### src/rtl/uart_lsr_pkg.sv
`timescale 1ns/1ps
package uart_lsr_pkg;
  localparam int CHAR_W = 8;

  typedef struct packed {
    logic brk;
    logic fe;
    logic pe;
  } rx_tag_t;

  typedef struct packed {
    logic [CHAR_W-1:0] data;
    rx_tag_t           tag;
  } rx_entry_t;
endpackage

### src/rtl/lsr_rx_fifo.sv
`timescale 1ns/1ps
module lsr_rx_fifo
  import uart_lsr_pkg::*;
#(
  parameter int DEPTH = 16,
  localparam int AW = (DEPTH > 1) ? $clog2(DEPTH) : 1,
  localparam int CW = $clog2(DEPTH + 1)
) (
  input  logic      clk,
  input  logic      rst_n,
  input  logic      fifo_en,
  input  logic      push_req,
  input  rx_entry_t wr_entry,
  input  logic      pop_req,
  output logic      overflow,
  output rx_entry_t head,
  output logic [CW-1:0] level,
  output logic [CW-1:0] err_level,
  output logic [CW-1:0] err_next,
  output logic      head_load,
  output rx_tag_t   next_head_tag
);
  rx_entry_t mem [DEPTH];
  logic [AW-1:0] rd_ptr, wr_ptr, rd_nxt, wr_nxt;
  logic [CW-1:0] cap, level_next;
  logic full, accept, pop_ok, err_in, err_out;

  assign cap      = fifo_en ? CW'(DEPTH) : CW'(1);
  assign full     = (level >= cap);
  assign accept   = push_req && !full;
  assign overflow = push_req && full;
  assign pop_ok   = pop_req && (level != '0);
  assign rd_nxt   = (rd_ptr == AW'(DEPTH - 1)) ? '0 : rd_ptr + 1'b1;
  assign wr_nxt   = (wr_ptr == AW'(DEPTH - 1)) ? '0 : wr_ptr + 1'b1;
  assign head     = mem[rd_ptr];
  assign err_in   = accept && (|wr_entry.tag);
  assign err_out  = pop_ok && (|head.tag);

  always_comb begin
    level_next = level;
    if (accept && !pop_ok) level_next = level + 1'b1;
    else if (!accept && pop_ok) level_next = level - 1'b1;
    err_next = err_level;
    if (err_in && !err_out) err_next = err_level + 1'b1;
    else if (!err_in && err_out) err_next = err_level - 1'b1;
  end

  always_comb begin
    head_load     = 1'b0;
    next_head_tag = '0;
    if (pop_ok) begin
      if (level >= CW'(2)) begin
        head_load     = 1'b1;
        next_head_tag = mem[rd_nxt].tag;
      end else if (accept) begin
        head_load     = 1'b1;
        next_head_tag = wr_entry.tag;
      end
    end else if ((level == '0) && accept) begin
      head_load     = 1'b1;
      next_head_tag = wr_entry.tag;
    end
  end

  always_ff @(posedge clk) begin
    if (accept) mem[wr_ptr] <= wr_entry;
  end

  always_ff @(posedge clk or negedge rst_n) begin
    if (!rst_n) begin
      rd_ptr    <= '0;
      wr_ptr    <= '0;
      level     <= '0;
      err_level <= '0;
    end else begin
      if (accept) wr_ptr <= wr_nxt;
      if (pop_ok) rd_ptr <= rd_nxt;
      level     <= level_next;
      err_level <= err_next;
    end
  end


  level_cap_chk: assert property (@(posedge clk) disable iff (!rst_n)
    (level <= CW'(DEPTH)) && (fifo_en || (level <= CW'(1))));


  empty_pop_chk: assert property (@(posedge clk) disable iff (!rst_n)
    (pop_req && (level == '0) && !push_req) |=> (level == '0));


  err_bound_chk: assert property (@(posedge clk) disable iff (!rst_n)
    err_level <= level);
endmodule

### src/rtl/lsr_err_flags.sv
`timescale 1ns/1ps
module lsr_err_flags
  import uart_lsr_pkg::*;
#(
  parameter int CW = 5
) (
  input  logic          clk,
  input  logic          rst_n,
  input  logic          fifo_en,
  input  logic          head_load,
  input  rx_tag_t       next_head_tag,
  input  logic          overflow,
  input  logic          status_rd,
  input  logic [CW-1:0] err_next,
  output rx_tag_t       head_flags,
  output logic          oe,
  output logic          rfe
);
  logic rfe_q;

  always_ff @(posedge clk or negedge rst_n) begin
    if (!rst_n) begin
      head_flags <= '0;
      oe         <= 1'b0;
      rfe_q      <= 1'b0;
    end else begin
      if (head_load) head_flags <= next_head_tag;
      else if (status_rd) head_flags <= '0;

      if (overflow) oe <= 1'b1;
      else if (status_rd) oe <= 1'b0;

      if (err_next != '0) rfe_q <= 1'b1;
      else if (status_rd) rfe_q <= 1'b0;
    end
  end

  assign rfe = fifo_en & rfe_q;


  tag_hold_chk: assert property (@(posedge clk) disable iff (!rst_n)
    (!head_load && !status_rd) |=> $stable(head_flags));


  oe_set_chk: assert property (@(posedge clk) disable iff (!rst_n)
    overflow |=> oe);


  rd_clear_chk: assert property (@(posedge clk) disable iff (!rst_n)
    (status_rd && !head_load) |=> (head_flags == '0));
endmodule

### src/rtl/lsr_tx_flags.sv
`timescale 1ns/1ps
module lsr_tx_flags (
  input  logic clk,
  input  logic rst_n,
  input  logic thr_empty,
  input  logic tsr_empty,
  output logic thre,
  output logic temt
);
  always_ff @(posedge clk or negedge rst_n) begin
    if (!rst_n) begin
      thre <= 1'b1;
      temt <= 1'b1;
    end else begin
      thre <= thr_empty;
      temt <= thr_empty & tsr_empty;
    end
  end
endmodule

### src/rtl/uart_lsr_track.sv
`timescale 1ns/1ps
module uart_lsr_track
  import uart_lsr_pkg::*;
#(
  parameter int DEPTH = 16,
  localparam int CW = $clog2(DEPTH + 1)
) (
  input  logic              clk,
  input  logic              rst_n,
  input  logic              fifo_en,
  input  logic              rx_valid,
  input  logic [CHAR_W-1:0] rx_data,
  input  logic              rx_pe,
  input  logic              rx_fe,
  input  logic              rx_brk,
  input  logic              thr_empty,
  input  logic              tsr_empty,
  input  logic              lsr_rd,
  input  logic              rbr_rd,
  output logic [7:0]        lsr,
  output logic [CHAR_W-1:0] rbr_data
);
  rx_entry_t     wr_entry, head;
  rx_tag_t       next_head_tag, head_flags;
  logic [CW-1:0] level, err_level, err_next;
  logic          overflow, head_load, oe, rfe, thre, temt, dr;

  always_comb begin
    wr_entry.data    = rx_data;
    wr_entry.tag.brk = rx_brk;
    wr_entry.tag.fe  = rx_fe;
    wr_entry.tag.pe  = rx_pe;
  end

  lsr_rx_fifo #(.DEPTH(DEPTH)) u_fifo (
    .clk(clk), .rst_n(rst_n), .fifo_en(fifo_en),
    .push_req(rx_valid), .wr_entry(wr_entry), .pop_req(rbr_rd),
    .overflow(overflow), .head(head), .level(level),
    .err_level(err_level), .err_next(err_next),
    .head_load(head_load), .next_head_tag(next_head_tag)
  );

  lsr_err_flags #(.CW(CW)) u_err (
    .clk(clk), .rst_n(rst_n), .fifo_en(fifo_en),
    .head_load(head_load), .next_head_tag(next_head_tag),
    .overflow(overflow), .status_rd(lsr_rd), .err_next(err_next),
    .head_flags(head_flags), .oe(oe), .rfe(rfe)
  );

  lsr_tx_flags u_tx (
    .clk(clk), .rst_n(rst_n), .thr_empty(thr_empty), .tsr_empty(tsr_empty),
    .thre(thre), .temt(temt)
  );

  assign dr       = (level != '0);
  assign lsr      = {rfe, temt, thre, head_flags.brk, head_flags.fe,
                     head_flags.pe, oe, dr};
  assign rbr_data = dr ? head.data : '0;


  dr_clear_chk: assert property (@(posedge clk) disable iff (!rst_n)
    (rbr_rd && (level == CW'(1)) && !rx_valid) |=> !lsr[0]);


  rfe_hold_chk: assert property (@(posedge clk) disable iff (!rst_n)
    (fifo_en && (err_level != '0)) |-> lsr[7]);


  empty_data_chk: assert property (@(posedge clk) disable iff (!rst_n)
    !lsr[0] |-> (rbr_data == '0));


  rd_keeps_dr_chk: assert property (@(posedge clk) disable iff (!rst_n)
    (lsr_rd && !rbr_rd && !rx_valid) |=> $stable(lsr[0]) && $stable(rbr_data));
endmodule

### config.mk
export PLATFORM = sky130hd
export DESIGN_NAME = uart_lsr_track
export DESIGN_NICKNAME = d
export VERILOG_FILES = /design/src/rtl/uart_lsr_pkg.sv /design/src/rtl/lsr_rx_fifo.sv /design/src/rtl/lsr_err_flags.sv /design/src/rtl/lsr_tx_flags.sv /design/src/rtl/uart_lsr_track.sv
export SDC_FILE = /design/constraint.sdc
export NUM_CORES = 1
export LEC_CHECK = 0
export BUFFER_PORTS_ARGS = -buffer_cell sky130_fd_sc_hd__buf_4
export CAP_MARGIN = 0
export CORE_AREA = 8 8 128 130
export CTS_CLUSTER_DIAMETER = 60
export CTS_CLUSTER_SIZE = 8
export DETAILED_ROUTE_END_ITERATION = 8
export DIE_AREA = 0 0 136 138
export PLACE_DENSITY = 0.78
export SYNTH_ARGS = -nofsm -noshare
export SYNTH_HDL_FRONTEND = slang
export SYNTH_SLANG_ARGS = --single-unit
### constraint.sdc
create_clock -name clk -period 3.7 [get_ports clk]
set_input_delay 0.185 -clock clk [delete_from_list [all_inputs] [get_ports clk]]
set_output_delay 0.185 -clock clk [all_outputs]
set_load 0.02 [all_outputs]
; Word-level counts from Yosys, hierarchy flattened
; Memory sizes are Yosys's and may differ from the RTL's.
; Index checks and enable logic that the tools add are counted.
[totals]
ram_bits = 176
out_inout_bits = 16
wordCells = 70
n_memories = 1
regBits = 25
inputBits = 19
[mem_list]
columns = name, depth, word_bits, read_ports, rd_clocked_by_memory_dff, write_ports, line_no
row1 = u_fifo.mem, 16, 11, 2, 0, 1, lsr_rx_fifo.sv:23  ; rx_entry_t mem [DEPTH];
[op_classes]
bitwise = 2
n_eq_ne = 2
n_mux = 22
magnitude_cmp = 2
add_sub_neg = 6
n_reduce_logical = 24
[op_table]
columns = op, count
row1 = 2-to-1 mux 5 bit, 5
row2 = 2-to-1 mux 3 bit, 6
row3 = "adder 5 x 1 -> 5 bit, second input constant", 2
row4 = logical AND 1 bit, 10
row5 = nonzero test 5 bit, 2
row6 = "subtractor 5 x 1 -> 5 bit, second input constant", 2
row7 = "adder 4 x 1 -> 4 bit, second input constant", 2
row8 = "== test 4 bit, second input constant", 2
row9 = 2-to-1 mux 1 bit, 8
row10 = 2-to-1 mux 4 bit, 2
row11 = 2-to-1 mux 8 bit, 1
row12 = nonzero test 2 bit, 4
row13 = OR reduction 3 bit, 2
row14 = "greater-or-equal comparator 5 x 2 -> 1 bit, second input constant", 1
row15 = greater-or-equal comparator 5 bit, 1
row16 = zero test 1 bit, 5
row17 = zero test 5 bit, 1
row18 = AND 1 bit, 2

; Logic depth before layout (Yosys ltp)
[logic_depth]
ltp_word = 11
ltp_mapped = 15
depth_no_buf = 15

; Modules after synthesis
; Synthesis repeated with hierarchy kept, for this count alone.
[hier_totals]
hier_cells = 478
hier_area_um2 = 8768.4
[by_module_without_submodules]
columns = mod, seq_area_each_um2, instances, cells_per_inst, area_per_inst_um2
row1 = lsr_rx_fifo, 5735.5, 1, 445, 8394.3
row2 = lsr_err_flags, 125.1, 1, 14, 188.9
row3 = uart_lsr_track, 0.0, 1, 16, 126.4
row4 = lsr_tx_flags, 52.6, 1, 3, 58.8

; Worst setup path before layout
; No wires, ideal clock.
[synth_timing]
path_kind = reg2reg
from = register u_fifo.level[0]
to = register u_fifo.level[4]
path_buffers = 0
t_required_ps = 3575
path_stages_with_launch = 16
arrival_ps = 2767
setup_ps = 125
slack_ps = 808
synth_period_minus_slack_ps = 2892
cell_sequence = dfrtp_1 inv_1 ha_1 nand2b_1 o21ai_0 and2_1 nand2_1 inv_2 ha_1 inv_1 fa_1 a21o_1 a21oi_1 xnor2_1 nor2_1 xor2_1
[synth_via]
elab_chain_cells = 6
elab_cells_between_ends = 14
[synth_rtl]
columns = element, line_no
row1 = from (decl), lsr_rx_fifo.sv:17  ; output logic [CW-1:0] level,
row2 = from (signal assigned), lsr_rx_fifo.sv:78  ; level <= level_next;
row3 = greater-or-equal comparator 5 bit (*), lsr_rx_fifo.sv:29  ; assign full = (level >= cap);
row4 = zero test 1 bit (*), lsr_rx_fifo.sv:30  ; assign accept = push_req && !full;
row5 = logical AND 1 bit (*), lsr_rx_fifo.sv:30
row6 = named net u_fifo.accept, lsr_rx_fifo.sv:26  ; logic full, accept, pop_ok, err_in, err_out;
row7 = zero test 1 bit, lsr_rx_fifo.sv:42  ; else if (!accept && pop_ok) level_next = level - 1'b1;
row8 = logical AND 1 bit, lsr_rx_fifo.sv:42
row9 = nonzero test 2 bit (no line), -
; Mark *: on every way through the listed nets, which the timed path passes. The rest lies on a longest branch. The select of a mux whose other input is x is not followed.
; A chain may end at the register's enable or synchronous reset.

; Worst setup path in the final report
; Ends and elaborated chain as after synthesis.

==> impl_metrics.tcl <==
set metrics [dict create \
    synthCells 520 \
    slew_headroom_pct 45.5 \
    hold_viol_final 0 \
    drtIter0Drc 374 \
    rsz0062_at_grt "no" \
    async_flop_share_pct 12.4 \
    row_count 44 \
    synth_commonest_cells "edfxtp_1 (176), mux2i_1 (40), mux4_2 (25)" \
    status "complete, no violations" \
    critPathCapture "u_fifo.level[4]" \
    synth_edf_count 176 \
    end_kind "flip-flop" \
    coreArea_um2 14300 \
    grt_pass1_vias 5156 \
    min_path_type "primary input to flip-flop" \
    ys_ff_latch 201 \
    peakVddDrop_uv 775 \
    die_h_um 138 \
    required_ns 4.12 \
    rr_worst_depth 15 \
    p_leak_nw 3.49 \
    yosysSeqAreaShare_pct 68.5 \
    cts_resized 0 \
    ys.flop_type "edfxtp_1" \
    cts_buffer_depth 3 \
    setup_violations 0 \
    cts_tree "built" \
    die_area_um2 18800 \
    synth_top_area_share_pct 61.3 \
    io_pins 35 \
    cts-root-buf "clkbuf_16" \
    clk_latency_ns 0.53 \
    fmax_mhz 304 \
    cp.arrival_ns 3.70 \
    start_util_pct 60.3 \
    worstSetupPathType "flip-flop to flip-flop" \
    yosys_warnings 0 \
    final_cells 776 \
    nNetsFinal 614 \
    crit_fanout 8 \
    syn_area_per_cell_um2 16.6 \
    cap_violations 0 \
    min_from "rx_fe" \
    pwr_density_cell_nw_per_um2 811 \
    r2r-start "u_fifo.level[0]" \
    grt_pass1_wl_mm 28.8 \
    synth_fp_nets 553 \
    fin_skew_ns 0.0188 \
    drt-vias-per-instance 6.34 \
    placedCellCount 721 \
    fp.dieW_um 136 \
    syn-cell-area_um2 8630 \
    route.detailed.drc 0 \
    ant_nets 0 \
    final.period_utilization_pct 88.9 \
    wirelength_mm 18.8 \
    maxSlewViolCount 0 \
    wire_per_inst_um 24.2 \
    io_buffers 34 \
    yosysMostFrequentCell "edfxtp_1" \
    worst_slew_pin_slew_ns 0.815 \
    synthTopCellsByArea "edfxtp_1 (61%), dfrtp_1 (6.7%), mux4_2 (6.5%)" \
    ctsHoldBuffers 13 \
    htree_levels 1 \
    syn2layout_area_growth_pct 15.6 \
    post-cts-setup-buffers 0 \
    worst_setup_path_start_kind "flip-flop" \
    clock_sinks 201 \
    track_usage_pct 20.0 \
    grt_start_max_net_pins 33 \
    yosys.cell_types.count 52 \
    dp_hpwl_mm 11.3 \
    gp_congestion 0.833 \
    drive_gt1_share_pct 20.1 \
    r2r_end "u_fifo.level[4]" \
    antennaDiodeCount 0 \
    clkTransAtPathRegs_ns 0.05 \
    rrSetupSlack_ns 0.41 \
    synth_top_area_cell "edfxtp_1" \
    min_period_ns 3.29 \
    vias 4918 \
    antenna_found_initial 0 \
    cts-buffers-inserted 29 \
    drt-pass1-iter-count 5 \
    fin_setup_tns_ns 0 \
    cp-startpoint "u_fifo.level[0]" \
    overflow 0 \
]
[metal layers]
metal  vias up  part of all wire [%]  track usage (%)
li1       2198                     -                -
met1      2487                    39             24.4
met2       201                    51             33.8
met3        32                   7.1             4.64
met4         0                   2.6             7.40
met5         -                     0                0
[worst max-delay path, stage by stage, from the launching register on]
cell and delay (ns):
dfrtp_1 0.46, inv_1 0.11, ha_1 0.27, nand2b_1 0.13, o21ai_0 0.23, and2_1 0.19, nand2_1 0.16, inv_2 0.15
ha_1 0.20, inv_1 0.11, fa_1 0.42, a21o_1 0.17, a21oi_1 0.19, xnor2_1 0.14, nor2_1 0.07, xor2_1 0.15
[kinds of logic (layout without fill, tap and decap cells)]
logic type / count (synthesis) / count (layout) / synth area share [%]
buffers and inverters: 44 / 116 / 2.42
DFF: 201 / 201 / 68.5
xor gates and xnor gates: 12 / 12 / 1.22
muxes: 68 / 68 / 11.6
AOI/OAI and AO/OA: 85 / 85 / 7.95
and+or+nand+nor: 96 / 96 / 6.21
adders and majority gates: 14 / 14 / 2.12
[cells in the final DEF (no fill, tap or decap), types with 7 or more instances in the layout]
cell,n
edfxtp_1,176
buf_4,45
mux2i_1,40
clkbuf_16,29
mux4_2,25
dfrtp_1,22
nand2_1,21
a211oi_1,21
and2_1,20
o221ai_1,16
inv_1,15
a21oi_1,14
ha_1,13
dlygate4sd3_1,13
clkbuf_1,11
o22ai_1,9
nor4_1,8
nor2_1,8
nor3_1,8
o21ai_0,7
[through the flow]
step	hold slack (ns)	setup slack [ns]	util, %	instance area [µm²]	power, mW
2_1_floorplan	-0.111	0.808	-	8630	5.01
4_1_cts	0.00852	0.418	69.7	9980	8.13
6_report	0.0219	0.410	69.7	9980	8.09
5_1_grt	0.0127	0.123	69.7	9980	8.46
3_5_place_dp	0.107	0.434	63.2	9050	5.79
3_3_place_gp	0.103	0.642	63.2	9050	5.69
[layout make-up]
type | instances | area [µm²]
fillers | 921 | 4340
well taps | 184 | 230
clock buffers | 40 | 767
repair buffers | 58 | 468
flip-flops and latches | 201 | 5920
inverters | 16 | 60.1
clock inverters | 2 | 28.8
multi-input cells | 275 | 2510
[where the power goes]
part | leakage, nW | switching [mW] | internal [mW]
Clock | 0.384 | 0.882 | 1.42
Combinational | 1.23 | 1.54 | 1.25
Sequential | 1.88 | 0.291 | 2.70
Total | 3.49 | 2.72 | 5.37
[worst min-delay path by stage]
stage | slack, ns | cells after the start | end
global route | 0.01 | 1 | u_fifo.mem[12][2]
detailed placement | 0.11 | 1 | u_fifo.err_level[0]
floorplan | -0.11 | 0 | u_err.head_flags[0]
finish | 0.02 | 1 | u_fifo.mem[5][1]
CTS | 0.009 | 1 | u_fifo.mem[12][1]
global placement | 0.10 | 1 | u_fifo.err_level[0]
[flip-flops by register name, indices dropped and copies added, names as in the netlist]
name / count
u_fifo.mem: 176
u_fifo.err_level: 5
u_fifo.level: 5
u_fifo.rd_ptr: 4
u_fifo.wr_ptr: 4
u_err.head_flags: 3
u_err.oe: 1
u_err.rfe_q: 1
u_tx.temt: 1
u_tx.thre: 1
Power figures use the tool's default switching activity.
